--- src/rtl/dbgbp_pkg.sv ---
package dbgbp_pkg;
  // access kinds on the bus
  localparam logic [1:0] KIND_FETCH = 2'b00;
  localparam logic [1:0] KIND_WRITE = 2'b01;
  localparam logic [1:0] KIND_READ  = 2'b10;
  localparam logic [1:0] KIND_IO    = 2'b11;

  // breakpoint condition codes
  localparam logic [1:0] COND_EXEC = 2'b00;
  localparam logic [1:0] COND_WR   = 2'b01;
  localparam logic [1:0] COND_IO   = 2'b10;
  localparam logic [1:0] COND_RW   = 2'b11;

  // control register layout
  localparam int CTL_EXACT_LOCAL = 8;
  localparam int CTL_PROTECT     = 13;
  localparam int COND_BASE       = 16;
  localparam int COND_STRIDE     = 4;

  // status register layout
  localparam int STAT_PROT = 13;
  localparam int STAT_STEP = 14;
  localparam int STAT_TASK = 15;

  function automatic logic cond_hit(input logic [1:0] cond,
                                    input logic [1:0] kind,
                                    input logic       ext_en);
    case (cond)
      COND_EXEC: return kind == KIND_FETCH;
      COND_WR:   return kind == KIND_WRITE;
      COND_IO:   return ext_en && (kind == KIND_IO);
      default:   return (kind == KIND_WRITE) || (kind == KIND_READ);
    endcase
  endfunction
endpackage

--- src/rtl/dbgbp_slot.sv ---
module dbgbp_slot import dbgbp_pkg::*; #(
  parameter int ADDR_W = 32
) (
  input  logic              clk,
  input  logic              rst_n,
  input  logic              wr_en,
  input  logic [ADDR_W-1:0] wdata,
  input  logic              acc_valid,
  input  logic [ADDR_W-1:0] acc_addr,
  input  logic [1:0]        acc_kind,
  input  logic [1:0]        cond,
  input  logic              ext_en,
  output logic [ADDR_W-1:0] addr_q,
  output logic              hit
);
  always_ff @(posedge clk) begin
    if (!rst_n)     addr_q <= '0;
    else if (wr_en) addr_q <= wdata;
  end

  assign hit = acc_valid && (acc_addr == addr_q) && cond_hit(cond, acc_kind, ext_en);

  assert_exact_R1: assert property (@(posedge clk) disable iff (!rst_n)
    hit |-> (acc_valid && acc_addr == addr_q));

  assert_io_gate_R3: assert property (@(posedge clk) disable iff (!rst_n)
    (cond == COND_IO && !ext_en) |-> !hit);
endmodule

--- src/rtl/dbgbp_status.sv ---
module dbgbp_status import dbgbp_pkg::*; #(
  parameter int NUM_BP = 4,
  parameter int DATA_W = 32
) (
  input  logic              clk,
  input  logic              rst_n,
  input  logic              sw_wr,
  input  logic [DATA_W-1:0] sw_wdata,
  input  logic [NUM_BP-1:0] bp_hit,
  input  logic              prot_hit,
  input  logic              step_hit,
  input  logic              task_hit,
  output logic [DATA_W-1:0] stat_q
);
  localparam logic [DATA_W-1:0] BP_MASK   = DATA_W'((1 << NUM_BP) - 1);
  localparam logic [DATA_W-1:0] IMPL_MASK = BP_MASK | (DATA_W'(7) << STAT_PROT);

  logic [DATA_W-1:0] set_vec;

  always_comb begin
    set_vec               = '0;
    set_vec[NUM_BP-1:0]   = bp_hit;
    set_vec[STAT_PROT]    = prot_hit;
    set_vec[STAT_STEP]    = step_hit;
    set_vec[STAT_TASK]    = task_hit;
  end

  // hardware sets win over a same-cycle software write
  always_ff @(posedge clk) begin
    if (!rst_n) stat_q <= '0;
    else        stat_q <= ((sw_wr ? sw_wdata : stat_q) | set_vec) & IMPL_MASK;
  end

  assert_sticky_R5: assert property (@(posedge clk) disable iff (!rst_n)
    !sw_wr |=> ((stat_q & $past(stat_q)) == $past(stat_q)));

  assert_latch_R4: assert property (@(posedge clk) disable iff (!rst_n)
    (|bp_hit) |=> ((stat_q[NUM_BP-1:0] & $past(bp_hit)) == $past(bp_hit)));

  assert_step_R10: assert property (@(posedge clk) disable iff (!rst_n)
    step_hit |=> stat_q[STAT_STEP]);
endmodule

--- src/rtl/dbg_bp_unit.sv ---
module dbg_bp_unit import dbgbp_pkg::*; #(
  parameter int NUM_BP = 4,
  parameter int ADDR_W = 32,
  parameter int DATA_W = 32,
  parameter int SEL_W  = 3
) (
  input  logic              clk,
  input  logic              rst_n,
  input  logic              acc_valid,
  input  logic [ADDR_W-1:0] acc_addr,
  input  logic [1:0]        acc_kind,
  input  logic              dbg_ext_en,
  input  logic              step_trap,
  input  logic              task_sw,
  input  logic              task_trap,
  input  logic              handler_entry,
  input  logic              reg_wr,
  input  logic              reg_rd,
  input  logic [SEL_W-1:0]  reg_sel,
  input  logic [DATA_W-1:0] reg_wdata,
  output logic [DATA_W-1:0] reg_rdata,
  output logic              dbg_exc
);
  localparam int SEL_STAT = NUM_BP;
  localparam int SEL_CTRL = NUM_BP + 1;

  logic [DATA_W-1:0] ctrl_q, ctrl_nx, stat_q;
  logic [ADDR_W-1:0] bp_addr [NUM_BP];
  logic [NUM_BP-1:0] bp_hit, bp_armed;
  logic              prot_hit, wr_ok, task_hit;

  assign prot_hit = ctrl_q[CTL_PROTECT] && (reg_wr || reg_rd);
  assign wr_ok    = reg_wr && !ctrl_q[CTL_PROTECT];
  assign task_hit = task_sw && task_trap;

  for (genvar i = 0; i < NUM_BP; i++) begin : g_slot
    dbgbp_slot #(.ADDR_W(ADDR_W)) u_slot (
      .clk       (clk),
      .rst_n     (rst_n),
      .wr_en     (wr_ok && reg_sel == SEL_W'(i)),
      .wdata     (reg_wdata[ADDR_W-1:0]),
      .acc_valid (acc_valid),
      .acc_addr  (acc_addr),
      .acc_kind  (acc_kind),
      .cond      (ctrl_q[COND_BASE + COND_STRIDE*i +: 2]),
      .ext_en    (dbg_ext_en),
      .addr_q    (bp_addr[i]),
      .hit       (bp_hit[i])
    );
    assign bp_armed[i] = ctrl_q[2*i] | ctrl_q[2*i+1];
  end

  dbgbp_status #(.NUM_BP(NUM_BP), .DATA_W(DATA_W)) u_status (
    .clk      (clk),
    .rst_n    (rst_n),
    .sw_wr    (wr_ok && reg_sel == SEL_W'(SEL_STAT)),
    .sw_wdata (reg_wdata),
    .bp_hit   (bp_hit),
    .prot_hit (prot_hit),
    .step_hit (step_trap),
    .task_hit (task_hit),
    .stat_q   (stat_q)
  );

  // control register: software load, then hardware clears take priority
  always_comb begin
    ctrl_nx = (wr_ok && reg_sel == SEL_W'(SEL_CTRL)) ? reg_wdata : ctrl_q;
    if (task_sw)       ctrl_nx[CTL_EXACT_LOCAL] = 1'b0;
    if (handler_entry) ctrl_nx[CTL_PROTECT]     = 1'b0;
  end

  always_ff @(posedge clk) begin
    if (!rst_n) begin
      ctrl_q  <= '0;
      dbg_exc <= 1'b0;
    end else begin
      ctrl_q  <= ctrl_nx;
      dbg_exc <= (|(bp_hit & bp_armed)) | prot_hit | step_trap | task_hit;
    end
  end

  always_comb begin
    reg_rdata = '0;
    for (int i = 0; i < NUM_BP; i++)
      if (reg_sel == SEL_W'(i)) reg_rdata = DATA_W'(bp_addr[i]);
    if (reg_sel == SEL_W'(SEL_STAT)) reg_rdata = stat_q;
    if (reg_sel == SEL_W'(SEL_CTRL)) reg_rdata = ctrl_q;
  end

  assert_enabled_R6: assert property (@(posedge clk) disable iff (!rst_n)
    (|(bp_hit & bp_armed)) |=> dbg_exc);

  assert_protect_R7: assert property (@(posedge clk) disable iff (!rst_n)
    (ctrl_q[CTL_PROTECT] && (reg_wr || reg_rd)) |=> dbg_exc);

  assert_handler_R8: assert property (@(posedge clk) disable iff (!rst_n)
    handler_entry |=> !ctrl_q[CTL_PROTECT]);

  assert_tasksw_R9: assert property (@(posedge clk) disable iff (!rst_n)
    task_sw |=> !ctrl_q[CTL_EXACT_LOCAL]);
endmodule

--- config.mk ---
export PLATFORM = sky130hd
export DESIGN_NAME = dbg_bp_unit
export DESIGN_NICKNAME = d
export VERILOG_FILES = /design/src/rtl/dbgbp_pkg.sv /design/src/rtl/dbgbp_slot.sv /design/src/rtl/dbgbp_status.sv /design/src/rtl/dbg_bp_unit.sv
export SDC_FILE = /design/constraint.sdc
export NUM_CORES = 1
export LEC_CHECK = 0
export BUFFER_PORTS_ARGS = -buffer_cell sky130_fd_sc_hd__buf_4
export CAP_MARGIN = 20
export CORE_AREA = 2 2 140 142
export CTS_CLUSTER_SIZE = 20
export DETAILED_ROUTE_END_ITERATION = 7
export DIE_AREA = 0 0 142 144
export PLACE_DENSITY_LB_ADDON = 0.25
export SETUP_SLACK_MARGIN = 0.15
export SLEW_MARGIN = 40
export SYNTH_ARGS = -nofsm -noshare
export SYNTH_HDL_FRONTEND = slang
export SYNTH_SLANG_ARGS = --single-unit
--- constraint.sdc ---
create_clock -name clk -period 2.25 [get_ports clk]
set_input_delay 0.3375 -clock clk [delete_from_list [all_inputs] [get_ports clk]]
set_output_delay 0.3375 -clock clk [all_outputs]
set_load 0.03 [all_outputs]
== Word-level counts from Yosys, hierarchy flattened ==
Cells that the tools add are included.

* Register bits after elaboration: 168
* Latch bits: 0
* RAM bits: 0
* Bits in read-only memories: 0
* Input port bits: 79
* Output and inout port bits: 33
* Memories: 0

* Add/sub/neg operators: 0
* Multiply operators: 0
* Divide/modulo/power cells: 0
* $lt $le $gt $ge: 0
* Equality and inequality tests: 20
* Shifts and indexed selects: 0
* Multiplexer cells: 11
* Bitwise gates (word level): 10
* Reductions and logical operators: 30

{| class="wikitable"
|+ Operators with widths
! operator !! count
|-
| $mux W32 || 6
|-
| $eq A32 B32 Y1 || 4
|-
| $logic_and A1 B1 Y1 || 18
|-
| $mux W16 || 1
|-
| $or A16 B16 Y16 || 1
|-
| $eq A2 B2 Y1 const B || 6
|-
| $pmux W1 S3 || 4
|-
| $eq A2 B1 Y1 const B || 5
|-
| $logic_not A2 Y1 || 5
|-
| $or A1 B1 Y1 || 7
|-
| $eq A3 B2 Y1 const B || 2
|-
| $eq A3 B3 Y1 const B || 2
|-
| $and A4 B4 Y4 || 1
|-
| $reduce_or A2 Y1 || 2
|-
| $reduce_or A4 Y1 || 1
|-
| $eq A3 B1 Y1 const B || 1
|-
| $logic_not A3 Y1 || 1
|-
| $logic_or A1 B1 Y1 || 2
|-
| $logic_not A1 Y1 || 1
|-
| $not A1 Y1 || 1
|}

== Depth between registers and ports, before layout ==
Gate-level depths: netlist of the first run.

* Word-level depth: 9
* Mapped depth: 8
* Depth with buffers taken out: 8

== Cells and area by module ==
From an unflattened synthesis of the first run, not the netlist that was laid out.

* Cells, all modules: 1016
* Area, all modules: 10421.2 um^2

{| class="wikitable"
|+ By module, submodules not included
! module !! instances !! cells an instance !! area each (um^2) !! sequential area each (um^2)
|-
| dbgbp_slot || 4 || 156 || 1644.1 || 640.6
|-
| dbg_bp_unit || 1 || 344 || 3344.5 || 660.6
|-
| dbgbp_status || 1 || 48 || 500.5 || 140.1
|}

== Worst setup path after synthesis of the first run ==
No wires, ideal clock.

* Path type: input to output
* Start point: input reg_sel[0]
* End point: output reg_rdata[25]
* Arrival time: 1.833 ns
* Data required time: 1.913 ns
* Path slack: 0.079 ns
* Stages on the path: 5
* Path buffers: 3
* Cell sequence: clkbuf_1 buf_2 buf_1 mux2i_1 o22ai_1

* Word-level cells in the longest chain between the ends: 7
* Elaborated cells on any way between the ends: 12
* Those cells by class: eq/ne: 5; mux: 6; reduce/logical: 1

{| class="wikitable"
|+ RTL lines
! what !! RTL line !! RTL
|-
| start, declared || dbg_bp_unit.sv:19 || <nowiki>input logic [SEL_W-1:0] reg_sel,</nowiki>
|-
| $logic_not A3 Y1 || dbg_bp_unit.sv:85 || <nowiki>if (reg_sel == SEL_W'(i)) reg_rdata = DATA_W'(bp_addr[i]);</nowiki>
|-
| $mux W32 (4 in a row) || dbg_bp_unit.sv:85 ||
|-
| $mux W32 || dbg_bp_unit.sv:86 || <nowiki>if (reg_sel == SEL_W'(SEL_STAT)) reg_rdata = stat_q;</nowiki>
|-
| $mux W32 (*) || dbg_bp_unit.sv:87 || <nowiki>if (reg_sel == SEL_W'(SEL_CTRL)) reg_rdata = ctrl_q;</nowiki>
|-
| end, declared || dbg_bp_unit.sv:21 || <nowiki>output logic [DATA_W-1:0] reg_rdata,</nowiki>
|}

Mark *: on every way between the ends. The rest lies on a longest branch, timed or not.

== Worst setup path in the final report of the first run ==
* Start point: register g_slot[3].u_slot.addr_q[24]
* End point: register dbg_exc

* Word-level cells in the longest chain between the ends: 8

{| class="wikitable"
|+ RTL lines
! what !! RTL line !! RTL
|-
| start, declared || dbgbp_slot.sv:13 || <nowiki>output logic [ADDR_W-1:0] addr_q,</nowiki>
|-
| start signal, assigned || dbgbp_slot.sv:18 || <nowiki>else if (wr_en) addr_q <= wdata;</nowiki>
|-
| $eq A32 B32 Y1 || dbgbp_slot.sv:21 || <nowiki>assign hit = acc_valid && (acc_addr == addr_q) && cond_hit(cond, acc_kind, ext_en);</nowiki>
|-
| $logic_and A1 B1 Y1 (2 in a row) || dbgbp_slot.sv:21 ||
|-
| $and A4 B4 Y4 || dbg_bp_unit.sv:78 || <nowiki>dbg_exc <= (|(bp_hit & bp_armed)) | prot_hit | step_trap | task_hit;</nowiki>
|-
| $reduce_or A4 Y1 || dbg_bp_unit.sv:78 ||
|-
| $or A1 B1 Y1 (3 in a row) || dbg_bp_unit.sv:78 ||
|-
| end signal, assigned || dbg_bp_unit.sv:78 ||
|-
| end, declared || dbg_bp_unit.sv:22 || <nowiki>output logic dbg_exc</nowiki>
|}

No other way between the ends.
A chain may end at the register's enable or synchronous reset.

==> results of run 1 <==
## power breakdown
part	switching (mW)	total [mW]	internal, mW
combinational	0.588	0.987	0.399
clock	1.27	3.14	1.87
sequential	0.0591	3.10	3.04
## cells by family after synthesis
logic type	count (synthesis)
AO/OA/AOI/OAI	237
multiplexers	74
AND/OR/NAND/NOR	402
flip-flops	168
adder cells (fa/ha/maj)	3
buffers and inverters	111
XOR/XNOR	122
## worst min path at each step
| stage | from | end | slack [ps] | cells after the start |
|---|---|---|---|---|
| 2_1_floorplan | handler_entry | ctrl_q[13]$_SDFFE_PP0P_ | 410 | 1 |
| 3_3_place_gp | ctrl_q[31]$_SDFFE_PN0P_ | ctrl_q[31]$_SDFFE_PN0P_ | 440 | 2 |
| 3_5_place_dp | ctrl_q[10]$_SDFFE_PN0P_ | ctrl_q[10]$_SDFFE_PN0P_ | 450 | 2 |
| 4_1_cts | handler_entry | ctrl_q[13]$_SDFFE_PP0P_ | 50 | 2 |
| 5_1_grt | handler_entry | ctrl_q[13]$_SDFFE_PP0P_ | 50 | 2 |
| 6_report | handler_entry | ctrl_q[13]$_SDFFE_PP0P_ | 50 | 2 |
## stage by stage
stage	worst slack [ps]	instance area, um2	total power, mW	utilization	instances
2_1_floorplan	186.6	9477	3.689	-	1117
3_3_place_gp	178.4	10540	4.117	0.5524	1412
3_5_place_dp	144.2	10570	4.127	0.5540	1414
4_1_cts	186.4	11200	7.210	0.5868	1446
5_1_grt	205.3	11200	7.413	0.5870	1446
6_report	188.1	11200	7.227	0.5870	1446
## sequential cells by signal, indices dropped and copies added, names as in the netlist
signal,count
ctrl_q,32
dbg_exc,1
g_slot.u_slot.addr_q,128
u_status.stat_q,7
## layout by cell type (no fill, tap or decap), types with 3 or more instances in the layout
cell	n
nand4_1	22
nand2b_1	6
a21oi_1	5
mux2_2	24
nor2_1	8
ha_1	3
nand3_1	7
o22ai_2	28
inv_1	15
nor4_1	10
a21boi_0	148
mux2i_1	40
o21ai_0	3
o22ai_1	5
buf_12	3
dfxtp_1	168
mux4_2	9
a22oi_1	24
xnor2_1	85
nor2_2	5
a21boi_1	16
buf_4	149
nand2_1	323
clkbuf_16	17
clkbuf_8	4
xor2_1	35
bufinv_16	3
nor3b_1	3
## metal layers
layer  vias up  wire length [um]  GRT usage
met2       416             15160     0.5100
met5         -                16          0
met4         2              1223     0.1400
met1      4087             13860     0.4265
met3        77              2887    0.08146
li1       3919                 -          -
## cell type report
type	instances	area, um2	share of cell area
clock buffer	22	484.2	0.04324
inverter	15	56.30	0.005027
sequential	168	3363	0.3003
tap	238	297.8	0.02659
multi-input combinational	838	5637	0.5033
clock inverter	10	141.4	0.01262
timing repair buffer	155	1220	0.1089
## critical path, delay by kind of cell (launching register included)
kind            cells  cell delay [ps]
compound gates      2              400
xor+xnor            1              440
flops               1              330
simple gates        3              830
## repair_timing
action / CTS / global route
gates resized for setup: 0 / 1
hold buffers: 0 / 0
endpoints found under the setup margin: 0 / 3
==> metrics.md, run 1 <==
| Metric | Value |
|---|---|
| CP dominant cell by count | nand4_1 |
| Crit-path cells | xnor2_1 > nand4_1 > nor4_1 > nand4_1 > o211ai_1 > o31a_1 |
| Syn_nets | 1199 |
| Average routed wire per standard cell | 22.92 um |
| Share of cells above drive strength 1 | 0.2185 |
| N_diodes | 0 |
| EDFF count, synth | 0 |
| Top Ports | 112 |
| Crit-path max FO | 3 |
| Mapped Cells | 1117 |
| Die Height | 144 um |
| Clk_lat worst skew | 440 ps |
| R2R setup slack | 190 ps |
| Worst setup path end | dbg_exc$_SDFF_PN0_ |
| Top cell type's share of synthesized area | 0.3613 |
| Vias per cell | 5.879 |
| Yosys top cell by area | dfxtp_1 |
| Slew headroom | 0.4525 |
| Sequential share of the synthesized area | 0.3613 |
| Initial antenna violation count | 1 |
| Row count | 51 |
| Drt drc | 0 |
| Initial Util | 0.4878 |
| Predominant post-synthesis flop cell | dfxtp_1 |
| Largest family of logic cells by synthesized area | compound AO/OA/AOI/OAI gates |
| H-tree level count | 4 |
| Drt total wl | 33150 um |
| Min-Delay Path Class | input pin to flip-flop |
| Max stage delay on crit path | 440 ps |
| Post-Synth Adder-Cell Area | 0.004033 |
| Syn Std Cell Area | 0.009308 mm2 |
| Max Transition Viols Final | 0 |
| Fill cells | 1698 |
| Largest net degree at the start of global routing | 76 |
| CP max-delay cell | xnor2_1 |
| Worst slew pin tran | 821.2 ps |
| Clock Path Buffers | 2 |
| Clock sink total | 168 |
| Top cells by count, synth | nand2_1 (323), dfxtp_1 (168), a21boi_0 (148) |
| Synth area leaders | dfxtp_1 (36%), nand2_1 (13%), a21boi_0 (12%) |
| Reg2reg end | dbg_exc$_SDFF_PN0_ |
| Core Area | 0.01908 mm2 |
| Post-Route Setup TNS | 0 ps |
| XOR/XNOR share of the synthesized area | 0.1164 |
| Critical Path Sink Type | flip-flop |
| Gr usage total | 0.3251 |
| Worst Path Required | 2630 ps |
| Leak pwr | 3.962 nW |
| Layout net count | 1277 |
| 1st-iter DRT viols | 740 |
| Worst Path Arrival | 2440 ps |
| Run status | complete, no violations |
| Area delta synth->final | 20.33% |
| Final Skew | 12.86 ps |
| Syn. warnings | 0 |
| Final Setup Violations | 0 |
| Simple-gate share of the synthesized area | 0.1823 |
| Post-route ant nets | 0 |
| Maxcap violations | 0 |
| Reg clk slew, reported paths | 60 ps |
| Most frequent cell after synthesis | nand2_1 |
| Via count | 8501 |
| Cts bufs inserted | 17 |
| CTS tree | yes |
| First-pass GRT wire length | 48840 um |
| Achievable frequency | 485.0 MHz |
| DIE AREA | 0.02045 mm2 |
| Die W | 142 um |
| Gp weighted congestion | 1.012 |
| Post-synthesis mux area share | 0.09665 |
| Global route overflow | 0 |
| CTS root buffer | clkbuf_16 |
| Post-CTS setup buffer count | 0 |
| Endpoints failing hold | 0 |
| Async set-reset flop share out of synthesis | 0 |
| Worst Reg-to-Reg Cells | 6 |
| Critical path type | flip-flop to flip-flop |
| PortBufs | 111 |
| Router iterations before antenna repair | 5 |
| Worst Setup SP | g_slot[3].u_slot.addr_q[24]$_SDFFE_PN0P_ |
| Post-synthesis compound-gate area fraction | 0.1860 |
| Power per Cell Area | 645.3 mW/mm2 |
| Worst vdd ir | 467.9 uV |
| Post-synthesis cell type count | 52 |
| Tmin final | 2062 ps |
| #FFs+latches synth | 168 |
| Final HPWL DP | 23910 um |
| Worst r2r src | g_slot[3].u_slot.addr_q[24]$_SDFFE_PN0P_ |
| RSZ-0062 raised after global routing | no |
| Average size of a mapped cell | 8.333 um2 |
| Final period util | 0.9164 |
| Final hold slack | 50.63 ps |
| CP startpoint kind | flip-flop |
| Vias in the first global route | 7984 |
Note: power is estimated with default switching activity, not from simulation.
==> inputs of run 2 (changes only) <==
ABC_AREA = 1   (was unset)
CORE_AREA = 2 2 137 139   (was 2 2 140 142)
DIE_AREA = 0 0 139 141   (was 0 0 142 144)
==> metrics.md, run 2 <==
| Metric | Value |
|---|---|
| Clock Path Buffers | 2 (unchanged) |
| Reg clk slew, reported paths | 70 ps (about the same) |
| Post-Route Setup TNS | 0 ps (unchanged) |
| Worst r2r src | g_slot[0].u_slot.addr_q[22]$_SDFFE_PN0P_ |
| Gp weighted congestion | 1.085 (+7.2%) |
| Final period util | 0.8960 (-0.02034) |
| R2R setup slack | 440 ps (+250 ps) |
| CTS tree | yes |
| Clk_lat worst skew | 430 ps (about the same) |
| Async set-reset flop share out of synthesis | 0 (unchanged) |
| Top Ports | 112 (unchanged) |
| Sequential share of the synthesized area | 0.3777 (+0.01635) |
| CTS root buffer | clkbuf_16 |
| Average routed wire per standard cell | 21.08 um (-8.0%) |
| Dpl cell area | 0.01006 mm2 (-4.8%) |
| Worst setup path end | reg_rdata[18] |
| Achievable frequency | 496.0 MHz (+2.3%) |
| Min-Delay Path Class | input pin to flip-flop |
| RSZ-0062 raised after global routing | yes |
| Syn Std Cell Area | 0.008905 mm2 (-4.3%) |
| Top reg by flops | g_slot.u_slot.addr_q |
| Commonest non-fill, non-tap cell in the layout | nand2_1 |
| Tmin final | 2016 ps (-45.76 ps) |
| Vias in the first global route | 9026 (+13%) |
| CP startpoint kind | input pin |
| Top cell type's share of synthesized area | 0.3777 (+0.01635) |
| Design Area, Final | 0.01063 mm2 (-5.1%) |
| Post-route ant nets | 0 (unchanged) |
| Predominant post-synthesis flop cell | dfxtp_1 |
| Router iterations before antenna repair | 8 (+3) |
| Mapped Cells | 1360 (+22%) |
| Crit-path max FO | 9 (+6) |
| Final HPWL DP | 27320 um (+14%) |
| Worst Path Required | 1910 ps (-720 ps) |
| Share of cells above drive strength 1 | 0.1334 (-0.08512) |
| Syn. warnings | 0 (unchanged) |
| Core Area | 0.01827 mm2 (-4.3%) |
| Die W | 139 um (-2.1%) |
| PortBufs | 111 (unchanged) |
| Leak pwr | 4.563 nW (+15%) |
| Max Transition Viols Final | 0 (unchanged) |
| Critical path type | input pin to primary output |
| Yosys top cell by area | dfxtp_1 |
| Via count | 9851 (+16%) |
| Final core utilization | 0.5821 (-0.004934) |
| Synth area leaders | dfxtp_1 (38%), o21ai_0 (12%), nand2_1 (10%) |
| Worst Path Arrival | 1680 ps (-760 ps) |
| Endpoints failing hold | 0 (unchanged) |
| Maxcap violations | 0 (unchanged) |
| Cts bufs inserted | 17 (unchanged) |
| Slew headroom | 0.4911 (+0.03854) |
| H-tree level count | 4 (unchanged) |
| 1st-iter DRT viols | 1211 (+64%) |
| Top cells by count, synth | nand2_1 (248), o21ai_0 (208), nor2_1 (193) |
| Die Height | 141 um (-2.1%) |
| Final Skew | 10.21 ps (-2.654 ps) |
| Power per Cell Area | 674.0 mW/mm2 (+4.4%) |
| N_diodes | 0 (unchanged) |
| Most frequent cells in the layout | nand2_1 (247), o21ai_0 (208), nor2_1 (193), dfxtp_1 (168), inv_1 (160) |
| EDFF count, synth | 0 (unchanged) |
| Worst slew pin tran | 755.4 ps (-65.79 ps) |
| Most frequent cell after synthesis | nand2_1 |
| Global route overflow | 0 (unchanged) |
| WHS Path Cells | 2 (unchanged) |
| Largest net degree at the start of global routing | 70 (-7.9%) |
| Post-synthesis cell type count | 36 (-31%) |
| Largest regs | g_slot.u_slot.addr_q x128, ctrl_q x32, u_status.stat_q x7 |
| Area delta synth->final | 19.40% |
| Critical Path Sink Type | primary output |
| Drt drc | 0 (unchanged) |
| Layout net count | 1539 (+21%) |
| DIE AREA | 0.01960 mm2 (-4.2%) |
| Reg2reg end | dbg_exc$_SDFF_PN0_ |
| Drt total wl | 35900 um (+8.3%) |
| #FFs+latches synth | 168 (unchanged) |
| Vias per cell | 5.784 (-1.6%) |
| First-pass GRT wire length | 53880 um (+10%) |
| Final Setup Violations | 0 (unchanged) |
| Max FFs per register | 128 (unchanged) |
| Gr usage total | 0.3621 (+0.03700) |
| Average size of a mapped cell | 6.548 um2 (-21%) |
| Syn_nets | 1442 (+20%) |
| Worst Setup SP | reg_sel[1] |
| Clock sink total | 168 (unchanged) |
| Post-CTS setup buffer count | 0 (unchanged) |
| Worst Reg-to-Reg Cells | 12 (+6) |
| Initial Util | 0.4875 (about the same) |
| Row count | 50 (-2.0%) |
| Worst vdd ir | 499.8 uV (+6.8%) |
| Initial antenna violation count | 1 (unchanged) |
| Run status | complete, no violations |
-- run 2: cell count changes after synthesis, moves of 24 or more --
cell / delta
inv_1: +145
nor2_1: +181
mux2_2: -24
a21boi_0: -148
xnor2_1: -78
a221oi_1: +25
nand2_1: -75
clkbuf_1: -32
a21oi_1: +150
o21ai_0: +205
mux2i_1: -40
a22oi_1: -24
-- run 2: layer usage --
layer | track usage | wire [um] | vias up
met5 | 0 | 13 | -
met4 | 0.1494 | 1404 | 2
met3 | 0.08356 | 3447 | 87
met2 | 0.5847 | 16350 | 494
met1 | 0.4691 | 14680 | 4589
li1 | - | - | 4679
-- run 2: logic make-up (layout without fill, tap and decap cells) --
kind of cell / Yosys count / in the layout / share of synthesized area
simple gates: 490 / 490 / 0.2217
compound gates: 442 / 442 / 0.2696
buf+inv: 234 / 343 / 0.1041
flops: 168 / 168 / 0.3777
xor+xnor: 23 / 23 / 0.02262
fa+ha+maj: 3 / 3 / 0.004216
-- run 2: worst min path at each step --
stage / startpoint / to / slack (ps)
after floorplan: handler_entry / ctrl_q[13]$_SDFFE_PP0P_ / 410
after global placement: g_slot[2].u_slot.addr_q[31]$_SDFFE_PN0P_ / g_slot[2].u_slot.addr_q[31]$_SDFFE_PN0P_ / 470
after detailed placement: g_slot[2].u_slot.addr_q[31]$_SDFFE_PN0P_ / g_slot[2].u_slot.addr_q[31]$_SDFFE_PN0P_ / 470
after CTS: handler_entry / ctrl_q[13]$_SDFFE_PP0P_ / 50
after global routing: handler_entry / ctrl_q[13]$_SDFFE_PP0P_ / 60
final: handler_entry / ctrl_q[13]$_SDFFE_PP0P_ / 50
-- run 2: final cells by class --
| cell class | instances | area [um2] |
|---|---|---|
| Timing Repair Buffer | 141 | 1150 |
| Sequential cell | 168 | 3363 |
| Fill cell | 1838 | 7635 |
| Inverter | 171 | 641.9 |
| Multi-Input combinational cell | 958 | 4623 |
| Clock buffer | 19 | 442.9 |
| Tap cell | 234 | 292.8 |
| Clock inverter | 12 | 118.9 |
-- run 2: timing repair --
| item | 4_1_cts | 5_1_grt |
|---|---|---|
| gates resized for setup | 0 | 2 |
| endpoints found under the setup margin | 0 | 3 |
| hold buffers | 0 | 0 |
-- run 2: worst max-delay path, cell delays in order --
cell and delay (ps):
buf_4 140, nor3_4 330, inv_2 220, o21ai_0 200, a211oi_1 80, o21ai_0 180
buf_4 190
-- run 2: through the flow --
step           power, mW  hold slack (ps)  worst slack [ps]  std cells
2_1_floorplan      3.795            414.3             163.5       1360
3_3_place_gp       4.315            470.5             259.5       1672
3_5_place_dp       4.320            472.7             237.5       1672
4_1_cts            7.132            47.69             247.4       1703
5_1_grt            7.389            62.68             141.9       1703
6_report           7.166            51.65             233.9       1703
-- run 2: power by group --
| part | leakage [nW] | internal, mW | switching (mW) |
|---|---|---|---|
| logic | 2.94 | 0.384 | 0.741 |
| registers | 1.37 | 3.08 | 0.0862 |
| clock network | 0.260 | 1.56 | 1.31 |
